File: config.mk
export PLATFORM = sky130hd
export DESIGN_NAME = bridge_sec_reset_seq
export DESIGN_NICKNAME = d
export VERILOG_FILES = /design/src/rtl/bsr_pkg.sv /design/src/rtl/bsr_rst_sync.sv /design/src/rtl/bsr_hold_timer.sv /design/src/rtl/bsr_pin_ctrl.sv /design/src/rtl/bridge_sec_reset_seq.sv
export SDC_FILE = /design/constraint.sdc
export NUM_CORES = 1
export LEC_CHECK = 0
export BUFFER_PORTS_ARGS = -buffer_cell sky130_fd_sc_hd__buf_2
export CAP_MARGIN = 30
export CORE_ASPECT_RATIO = 2
export CORE_MARGIN = 2
export CORE_UTILIZATION = 44
export CTS_BUF_LIST = sky130_fd_sc_hd__clkbuf_8
export CTS_CLUSTER_DIAMETER = 30
export DETAILED_ROUTE_END_ITERATION = 10
export PLACE_DENSITY = 0.66
export SYNTH_ARGS = -nofsm -noshare
export SYNTH_HDL_FRONTEND = slang
export SYNTH_SLANG_ARGS = --single-unit
File: constraint.sdc
create_clock -name clk -period 2.05 [get_ports clk]
set_input_delay 0.1025 -clock clk [delete_from_list [all_inputs] [get_ports clk]]
set_output_delay 0.1025 -clock clk [all_outputs]
set_load 0.02 [all_outputs]
File: src/rtl/bsr_pkg.sv
package bsr_pkg;

   typedef enum logic [1:0] {
      ST_IDLE  = 2'd0,
      ST_HOLD  = 2'd1,
      ST_LATCH = 2'd2
   } seq_state_e;

   typedef struct packed {
      logic lockout;
      logic sync_mode;
      logic sclk_en;
      logic arb_en;
   } strap_cfg_t;

   // strap line positions on the primary address/data bus
   localparam int STRAP_LOCKOUT = 3;
   localparam int STRAP_SYNC_N  = 4;
   localparam int STRAP_SCLK    = 5;
   localparam int STRAP_CENTRAL = 6;
   localparam int STRAP_ARB     = 7;

   localparam strap_cfg_t CFG_AFTER_HW = '{lockout: 1'b0, sync_mode: 1'b0,
                                           sclk_en: 1'b1, arb_en: 1'b1};

endpackage

File: src/rtl/bsr_rst_sync.sv
module bsr_rst_sync #(
   parameter int STAGES = 2
) (
   input  logic clk,
   input  logic arst,
   output logic rst_q
);

   if (STAGES < 2) begin : g_bad_stages
      $error("bsr_rst_sync: STAGES must be at least 2");
   end

   logic [STAGES-1:0] chain;

   always_ff @(posedge clk or posedge arst) begin
      if (arst) chain <= '1;
      else      chain <= {chain[STAGES-2:0], 1'b0};
   end

   assign rst_q = chain[STAGES-1];

endmodule

File: src/rtl/bsr_hold_timer.sv
module bsr_hold_timer #(
   parameter int HOLD_CYCLES = 3300
) (
   input  logic clk,
   input  logic arst,
   input  logic clear,
   input  logic run,
   output logic done
);

   localparam int CNT_W = (HOLD_CYCLES > 2) ? $clog2(HOLD_CYCLES) : 1;
   localparam logic [CNT_W-1:0] LAST = CNT_W'(HOLD_CYCLES - 1);

   if (HOLD_CYCLES < 2) begin : g_bad_hold
      $error("bsr_hold_timer: HOLD_CYCLES must be at least 2");
   end

   logic [CNT_W-1:0] cnt;

   always_ff @(posedge clk or posedge arst) begin
      if (arst)                   cnt <= '0;
      else if (clear)             cnt <= '0;
      else if (run && cnt != LAST) cnt <= cnt + 1'b1;
   end

   assign done = (cnt == LAST);

endmodule

File: src/rtl/bsr_pin_ctrl.sv
module bsr_pin_ctrl #(
   parameter bit SEC_64BIT = 1'b1
) (
   input  logic in_rst,
   input  logic strap_central_n,
   output logic central,
   output logic ad_oe,
   output logic cbe_oe,
   output logic par_oe,
   output logic ctl_oe,
   output logic req64_oe,
   output logic ext64_oe
);

   assign central  = in_rst & ~strap_central_n;
   assign ad_oe    = central;
   assign cbe_oe   = central;
   assign par_oe   = central;
   assign ctl_oe   = 1'b0;
   assign ext64_oe = 1'b0;

   if (SEC_64BIT) begin : g_wide
      assign req64_oe = central;
   end else begin : g_narrow
      assign req64_oe = 1'b0;
   end

endmodule

File: src/rtl/bridge_sec_reset_seq.sv
module bridge_sec_reset_seq
   import bsr_pkg::*;
#(
   parameter int HOLD_CYCLES = 3300,
   parameter int SYNC_STAGES = 2,
   parameter bit SEC_64BIT   = 1'b1
) (
   input  logic       clk,
   input  logic       prim_rst_n,
   input  logic       sec_rst_in_n,
   input  logic       chip_rst_wr,
   input  logic       pm_d0_wake,
   input  logic [7:3] ad_strap,
   output logic       sec_rst_n,
   output logic       pci_quiesce,
   output logic       sec_ad_oe,
   output logic       sec_cbe_oe,
   output logic       sec_par_oe,
   output logic       sec_ctl_oe,
   output logic       sec_req64_oe,
   output logic       sec_ext64_oe,
   output logic       chip_rst_bit,
   output logic       central_fn,
   output logic       cfg_lockout,
   output logic       cfg_sync_mode,
   output logic       cfg_sclk_en,
   output logic       cfg_arb_en
);

   logic       hw_arst;
   logic       hw_hold;
   logic       soft_req;
   logic       int_rst;
   logic       hold_done;
   logic       in_rst;
   seq_state_e state;
   strap_cfg_t cfg_q;

   assign hw_arst  = ~prim_rst_n | ~sec_rst_in_n;
   assign soft_req = chip_rst_wr | pm_d0_wake;

   bsr_rst_sync #(.STAGES(SYNC_STAGES)) u_sync (
      .clk   (clk),
      .arst  (hw_arst),
      .rst_q (hw_hold)
   );

   bsr_hold_timer #(.HOLD_CYCLES(HOLD_CYCLES)) u_timer (
      .clk   (clk),
      .arst  (hw_arst),
      .clear (state != ST_HOLD),
      .run   (state == ST_HOLD && int_rst && !hw_hold),
      .done  (hold_done)
   );

   // sequence: hold reset, then one capture cycle, then idle
   always_ff @(posedge clk or posedge hw_arst) begin
      if (hw_arst) begin
         state   <= ST_HOLD;
         int_rst <= 1'b0;
      end else begin
         unique case (state)
            ST_IDLE: begin
               if (soft_req) begin
                  state   <= ST_HOLD;
                  int_rst <= 1'b1;
               end
            end
            ST_HOLD: begin
               if (hw_hold) begin
                  int_rst <= 1'b0;
               end else if (!int_rst || hold_done) begin
                  state   <= ST_LATCH;
                  int_rst <= 1'b0;
               end
            end
            ST_LATCH: begin
               if (soft_req) begin
                  state   <= ST_HOLD;
                  int_rst <= 1'b1;
               end else begin
                  state   <= ST_IDLE;
               end
            end
            default: begin
               state   <= ST_HOLD;
               int_rst <= 1'b0;
            end
         endcase
      end
   end

   // chip-reset bit: a write wins over self-clear in the capture cycle
   always_ff @(posedge clk or posedge hw_arst) begin
      if (hw_arst)               chip_rst_bit <= 1'b0;
      else if (chip_rst_wr)      chip_rst_bit <= 1'b1;
      else if (state == ST_LATCH) chip_rst_bit <= 1'b0;
   end

   always_ff @(posedge clk or posedge hw_arst) begin
      if (hw_arst) begin
         cfg_q <= CFG_AFTER_HW;
      end else if (state == ST_LATCH) begin
         cfg_q.lockout   <= ad_strap[STRAP_LOCKOUT];
         cfg_q.sync_mode <= ~ad_strap[STRAP_SYNC_N];
         cfg_q.sclk_en   <= ad_strap[STRAP_SCLK];
         cfg_q.arb_en    <= ad_strap[STRAP_ARB];
      end
   end

   assign in_rst      = hw_arst | (state == ST_HOLD);
   assign sec_rst_n   = ~in_rst;
   assign pci_quiesce = in_rst;

   bsr_pin_ctrl #(.SEC_64BIT(SEC_64BIT)) u_pins (
      .in_rst          (in_rst),
      .strap_central_n (ad_strap[STRAP_CENTRAL]),
      .central         (central_fn),
      .ad_oe           (sec_ad_oe),
      .cbe_oe          (sec_cbe_oe),
      .par_oe          (sec_par_oe),
      .ctl_oe          (sec_ctl_oe),
      .req64_oe        (sec_req64_oe),
      .ext64_oe        (sec_ext64_oe)
   );

   assign cfg_lockout   = cfg_q.lockout;
   assign cfg_sync_mode = cfg_q.sync_mode;
   assign cfg_sclk_en   = cfg_q.sclk_en;
   assign cfg_arb_en    = cfg_q.arb_en;

endmodule

# [Yosys cells after proc, flatten, opt, wreduce, memory -nomap -nowiden]
# Index checks and enable logic that the tools add are counted.
[word_totals] ff_bits=22 input_bits=10 out_inout_bits=14 elab_cells=54
[op_classes] addsub=1 eq_ne=10 n_mux=13 n_bitwise=9 reduce_logical=12
[op_table] op="12-bit two-way mux" n=2
[op_table] op="12-bit by 1-bit adder with 12-bit output (second input constant)" n=1
[op_table] op="12-bit equality test (second input constant)" n=1
[op_table] op="12-bit inequality test (second input constant)" n=1
[op_table] op="1-bit two-way mux" n=6
[op_table] op="2-bit two-way mux" n=3
[op_table] op="2-bit inequality test (second input constant)" n=3
[op_table] op="2-bit case mux with 3 select lines" n=1
[op_table] op="1-bit inverter" n=5
[op_table] op="2-bit by 1-bit inequality test with 1-bit output (second input constant)" n=2
[op_table] op="2-bit nonzero test" n=2
[op_table] op="1-bit logical AND" n=3
[op_table] op="3-bit by 2-bit inequality test with 1-bit output (second input constant)" n=1
[op_table] op="1-bit OR" n=3
[op_table] op="3-bit AND reduction" n=1
[op_table] op="2-bit by 1-bit equality test with 1-bit output (second input constant)" n=1
[op_table] op="2-bit equality test (second input constant)" n=1
[op_table] op="1-bit zero test" n=2
[op_table] op="2-bit zero test" n=1
[op_table] op="1-bit case mux with 2 select lines" n=1
[op_table] op="2-bit AND reduction" n=1
[op_table] op="2-bit OR reduction" n=1
[op_table] op="1-bit AND" n=1
[op_table] op="1-bit logical OR" n=1

# [Longest topological paths before layout]
[depth] depth_word=6 mapped_depth=6 mapped_depth_nobuf=5

# [Modules after synthesis]
# From an unflattened synthesis, not the netlist that was laid out.
[unflattened] cells_unflattened=120 hier_area_um2=1213.7
[modules_own_cells] mod="bsr_hold_timer" instances=1 cells_each=77 area_each_um2=713.2 seq_area_each_um2=300.3
[modules_own_cells] mod="bridge_sec_reset_seq" instances=1 cells_each=31 area_each_um2=377.9 seq_area_each_um2=203.9
[modules_own_cells] mod="bsr_pin_ctrl" instances=1 cells_each=8 area_each_um2=62.6 seq_area_each_um2=0.0
[modules_own_cells] mod="bsr_rst_sync" instances=1 cells_each=4 area_each_um2=60.1 seq_area_each_um2=52.6

# [Worst setup path before layout]
# No wires, ideal clock.
[synth_path] kind="register to output" start="register state[0]" end="output sec_ad_oe" arrival_ns=1.924 required_ns=1.947 path_slack_ns=0.023 stages_incl_launch_ff=7 n_path_buf=2 path_cell_list="dfstp_2 -> nand2b_1 -> buf_2 -> nand2_1 -> inv_1 -> nor2_1 -> buf_4"
[synth_via] elab_chain_len=3
[synth_rtl] item="start: declaration" line="bridge_sec_reset_seq.sv:36" rtl="seq_state_e state;"
[synth_rtl] item="start signal: assignment" line="bridge_sec_reset_seq.sv:59" rtl="state <= ST_HOLD;"
[synth_rtl] item="start signal: assignment" line="bridge_sec_reset_seq.sv:65" rtl="state <= ST_HOLD;"
[synth_rtl] item="start signal: assignment" line="bridge_sec_reset_seq.sv:73" rtl="state <= ST_LATCH;"
[synth_rtl] item="2-bit by 1-bit equality test with 1-bit output" line="bridge_sec_reset_seq.sv:111" rtl="assign in_rst = hw_arst | (state == ST_HOLD);"
[synth_rtl] item="1-bit OR" line="bridge_sec_reset_seq.sv:111"
[synth_rtl] item="net pci_quiesce" line="bridge_sec_reset_seq.sv:15" rtl="output logic pci_quiesce,"
[synth_rtl] item="1-bit AND" line="bsr_pin_ctrl.sv:15" rtl="assign central = in_rst & ~strap_central_n;"
[synth_rtl] item="end: declaration" line="bridge_sec_reset_seq.sv:16" rtl="output logic sec_ad_oe,"
# The timed path passes the listed nets, and every way through them passes these cells.

# [Final worst setup path]
[layout_path] start="register state[0]" end="output central_fn"
[layout_via] elab_chain_len=3
[layout_rtl] item="2-bit by 1-bit equality test with 1-bit output" line="bridge_sec_reset_seq.sv:111"
[layout_rtl] item="1-bit OR" line="bridge_sec_reset_seq.sv:111"
[layout_rtl] item="1-bit AND" line="bsr_pin_ctrl.sv:15"
[layout_rtl] item="end: declaration" line="bridge_sec_reset_seq.sv:23" rtl="output logic central_fn,"
# No other way between the ends.

==> metrics.csv <==
metric,value,unit
numCtsBuffers,3,
syn-instance-count,105,
finalCritPeriodShare,88.43,%
dp_hpwl,1919,um
place_congestion,0.8494,
synth_area,1171,um2
crit_chain,nand2b_1 > nand2_1 > inv_1 > nor2_1 > buf_2,
start_util,46.15,%
critPathTopFamily,simple AND/OR/NAND/NOR gates,
finClkSkew,0.008754,ns
reg2reg_depth,4,
antenna_cells,0,
synth_area_leaders,"dfrtp_1 36%, dfstp_2 11%, xnor2_1 4.5%, buf_4 3.8%, nor2_1 3.8%",
synth_edf_count,0,
io_buffers,21,
fill_cells,235,
vias,845,
antenna_found_initial,0,
ant_nets,0,
p_total,1313,uW
endpoint_kind,output port,
hold_depth,2,
fin_tns_setup,0,ns
path_buf_inv,2,
dr.pass1.iters,4,
wl_per_cell,14.50,um
chipHeight,76.96,um
cts_tree,built,
p_leak,0.0006312,uW
worstSkewPairLatency,0.26,ns
status,completed,
synth-main-ff-cell,dfrtp_1,
drt-vias-per-instance,5.382,
vdd_drop_max,787.2,uV
syn_avg_cell_area,11.15,um2
final_max_slew_viol_count,0,
post-route-util,53.16,%
layout_common_cells,"21 x buf_2, 17 x dfrtp_1, 12 x nor2_1",
fin_nets,141,
synth_top_area_cell,dfrtp_1,
cp-start-kind,register,
core_area,2537,um2
cts_root_buffer,clkbuf_8,
crit_arrival,1.71,ns
ys_seq_elements,22,
first_global_vias,866,
gr-total-overflow,0,
async_flop_share,100.0,%
cts-htree-levels,1,
grt_first_pass_wirelength,3870,um
power_density,973.4,nW/um2
die_w,40.48,um
dp.cells,151,
grt_usage,18.12,%
layout.cells.non_filler,157,
drc,0,
hp-class,input port to register,
register_area,556.8,um2
clock_path_buffers,2,
clk_pin_slew,0.08,ns
slowest_stage,dfstp_2,
layout_commonest_cell,buf_2,
clkSinkCount,22,
cp_num_cells,5,
cp.required,1.95,ns
die-area,3115,um2
io_pins,24,
fmax,0.5517,GHz
synth.distinct_cells,37,
path_max_fanout,10,
areaGrowthSynthToFinish,15.17,%
cts-resized-gates,0,
finalSetupViolCount,0,
routed_wl,2276,um
multi_input_area,541.8,um2
hold_viol,0,
postCtsSetupBuffers,0,
drv_cap,0,
yosysWarnings,0,
drt-initial-drc-count,19,
min_period,1.813,ns
grt_max_degree,23,
hold_slack,0.03603,ns
seq_area_frac_synth,47.54,%
rows,26,
rsz0062_at_grt,false,
layout-drive-gt1-share,35.66,%
cp_slowest_stage_delay,0.58,ns
netlist.area_leader.share,36.32,%
crit_type,register to output port,
[layer usage]
metal  up-vias  track usage (%)  part of all wire, %
met5         -                0                    0
met3        11            1.156                  4.0
met4         0            11.67                  5.4
li1        397                -                    -
met2        33            31.43                   59
met1       404            18.55                   32
[kinds of logic after synthesis]
family | Yosys count | synth area share [%]
other cells | 1 | 0.3202
compound gates | 11 | 7.798
flops | 22 | 47.54
simple gates | 43 | 26.50
fa+ha+maj | 1 | 1.068
buf+inv | 15 | 6.837
mux | 6 | 5.449
xor+xnor | 6 | 4.487
[registers in the layout, summed over array words and instances, names as in the netlist]
name / cells
cfg_arb_en: 1
cfg_lockout: 1
cfg_sclk_en: 1
cfg_sync_mode: 1
chip_rst_bit: 1
int_rst: 1
state: 2
u_sync.chain: 2
u_timer.cnt: 12
[synthesized netlist by cell type, types with 2 or more instances]
cell type and n:
nor4_2 2, nand3_1 3, inv_1 8, xnor2_1 6, dfstp_2 5, mux2_2 3, buf_4 6, a21oi_1 2
nand2_1 10, mux2i_1 3, nor3_1 2, nor2_1 12, a31oi_1 2, a21o_1 2, dfrtp_1 17
[power breakdown]
part / leakage [uW] / internal [uW] / switching, uW
Combinational: 0.000325 / 173 / 271
Sequential: 0.000279 / 536 / 71.1
Clock: 0.0000269 / 133 / 128
[layout make-up]
class                           instances  area share [%]
Multi-Input combinational cell         70           40.17
Sequential cell                        22           41.28
Tap cell                               28           2.597
Clock buffer                            3           3.061
Clock inverter                          1          0.2783
Timing Repair Buffer                   25           10.39
Inverter                                8           2.226
[path summary, 6_finish.rpt]
kind                                  from         endpoint  slack [ns]
max                               state[0]       central_fn        0.24
min reg2reg                u_sync.chain[0]  u_sync.chain[1]        0.36
min in group asynchronous       prim_rst_n         state[1]        0.52
max reg2reg                       state[0]   u_timer.cnt[8]        0.42
min                            ad_strap[4]    cfg_sync_mode        0.04
max in group asynchronous     sec_rst_in_n  u_sync.chain[1]        0.71
[per-stage QoR]
stage	setup slack [ns]	area (um2)
2_1_floorplan	0.02331	1179
3_3_place_gp	0.4364	1284
3_5_place_dp	0.4256	1284
4_1_cts	0.2343	1349
5_1_grt	0.05308	1349
6_report	0.2373	1349
[what timing repair did]
action                     in CTS  in global routing
hold endpoints to repair       10                  0
setup endpoints to repair       0                  0
hold buffers                    2                  0
[worst reg2reg max path, stage by stage (launching register included)]
cell and delay (ns):
dfstp_2 0.58, nand2b_1 0.25, nor3_2 0.38, nand4_1 0.16, mux2i_1 0.14
(Power assumes the default switching activity.)
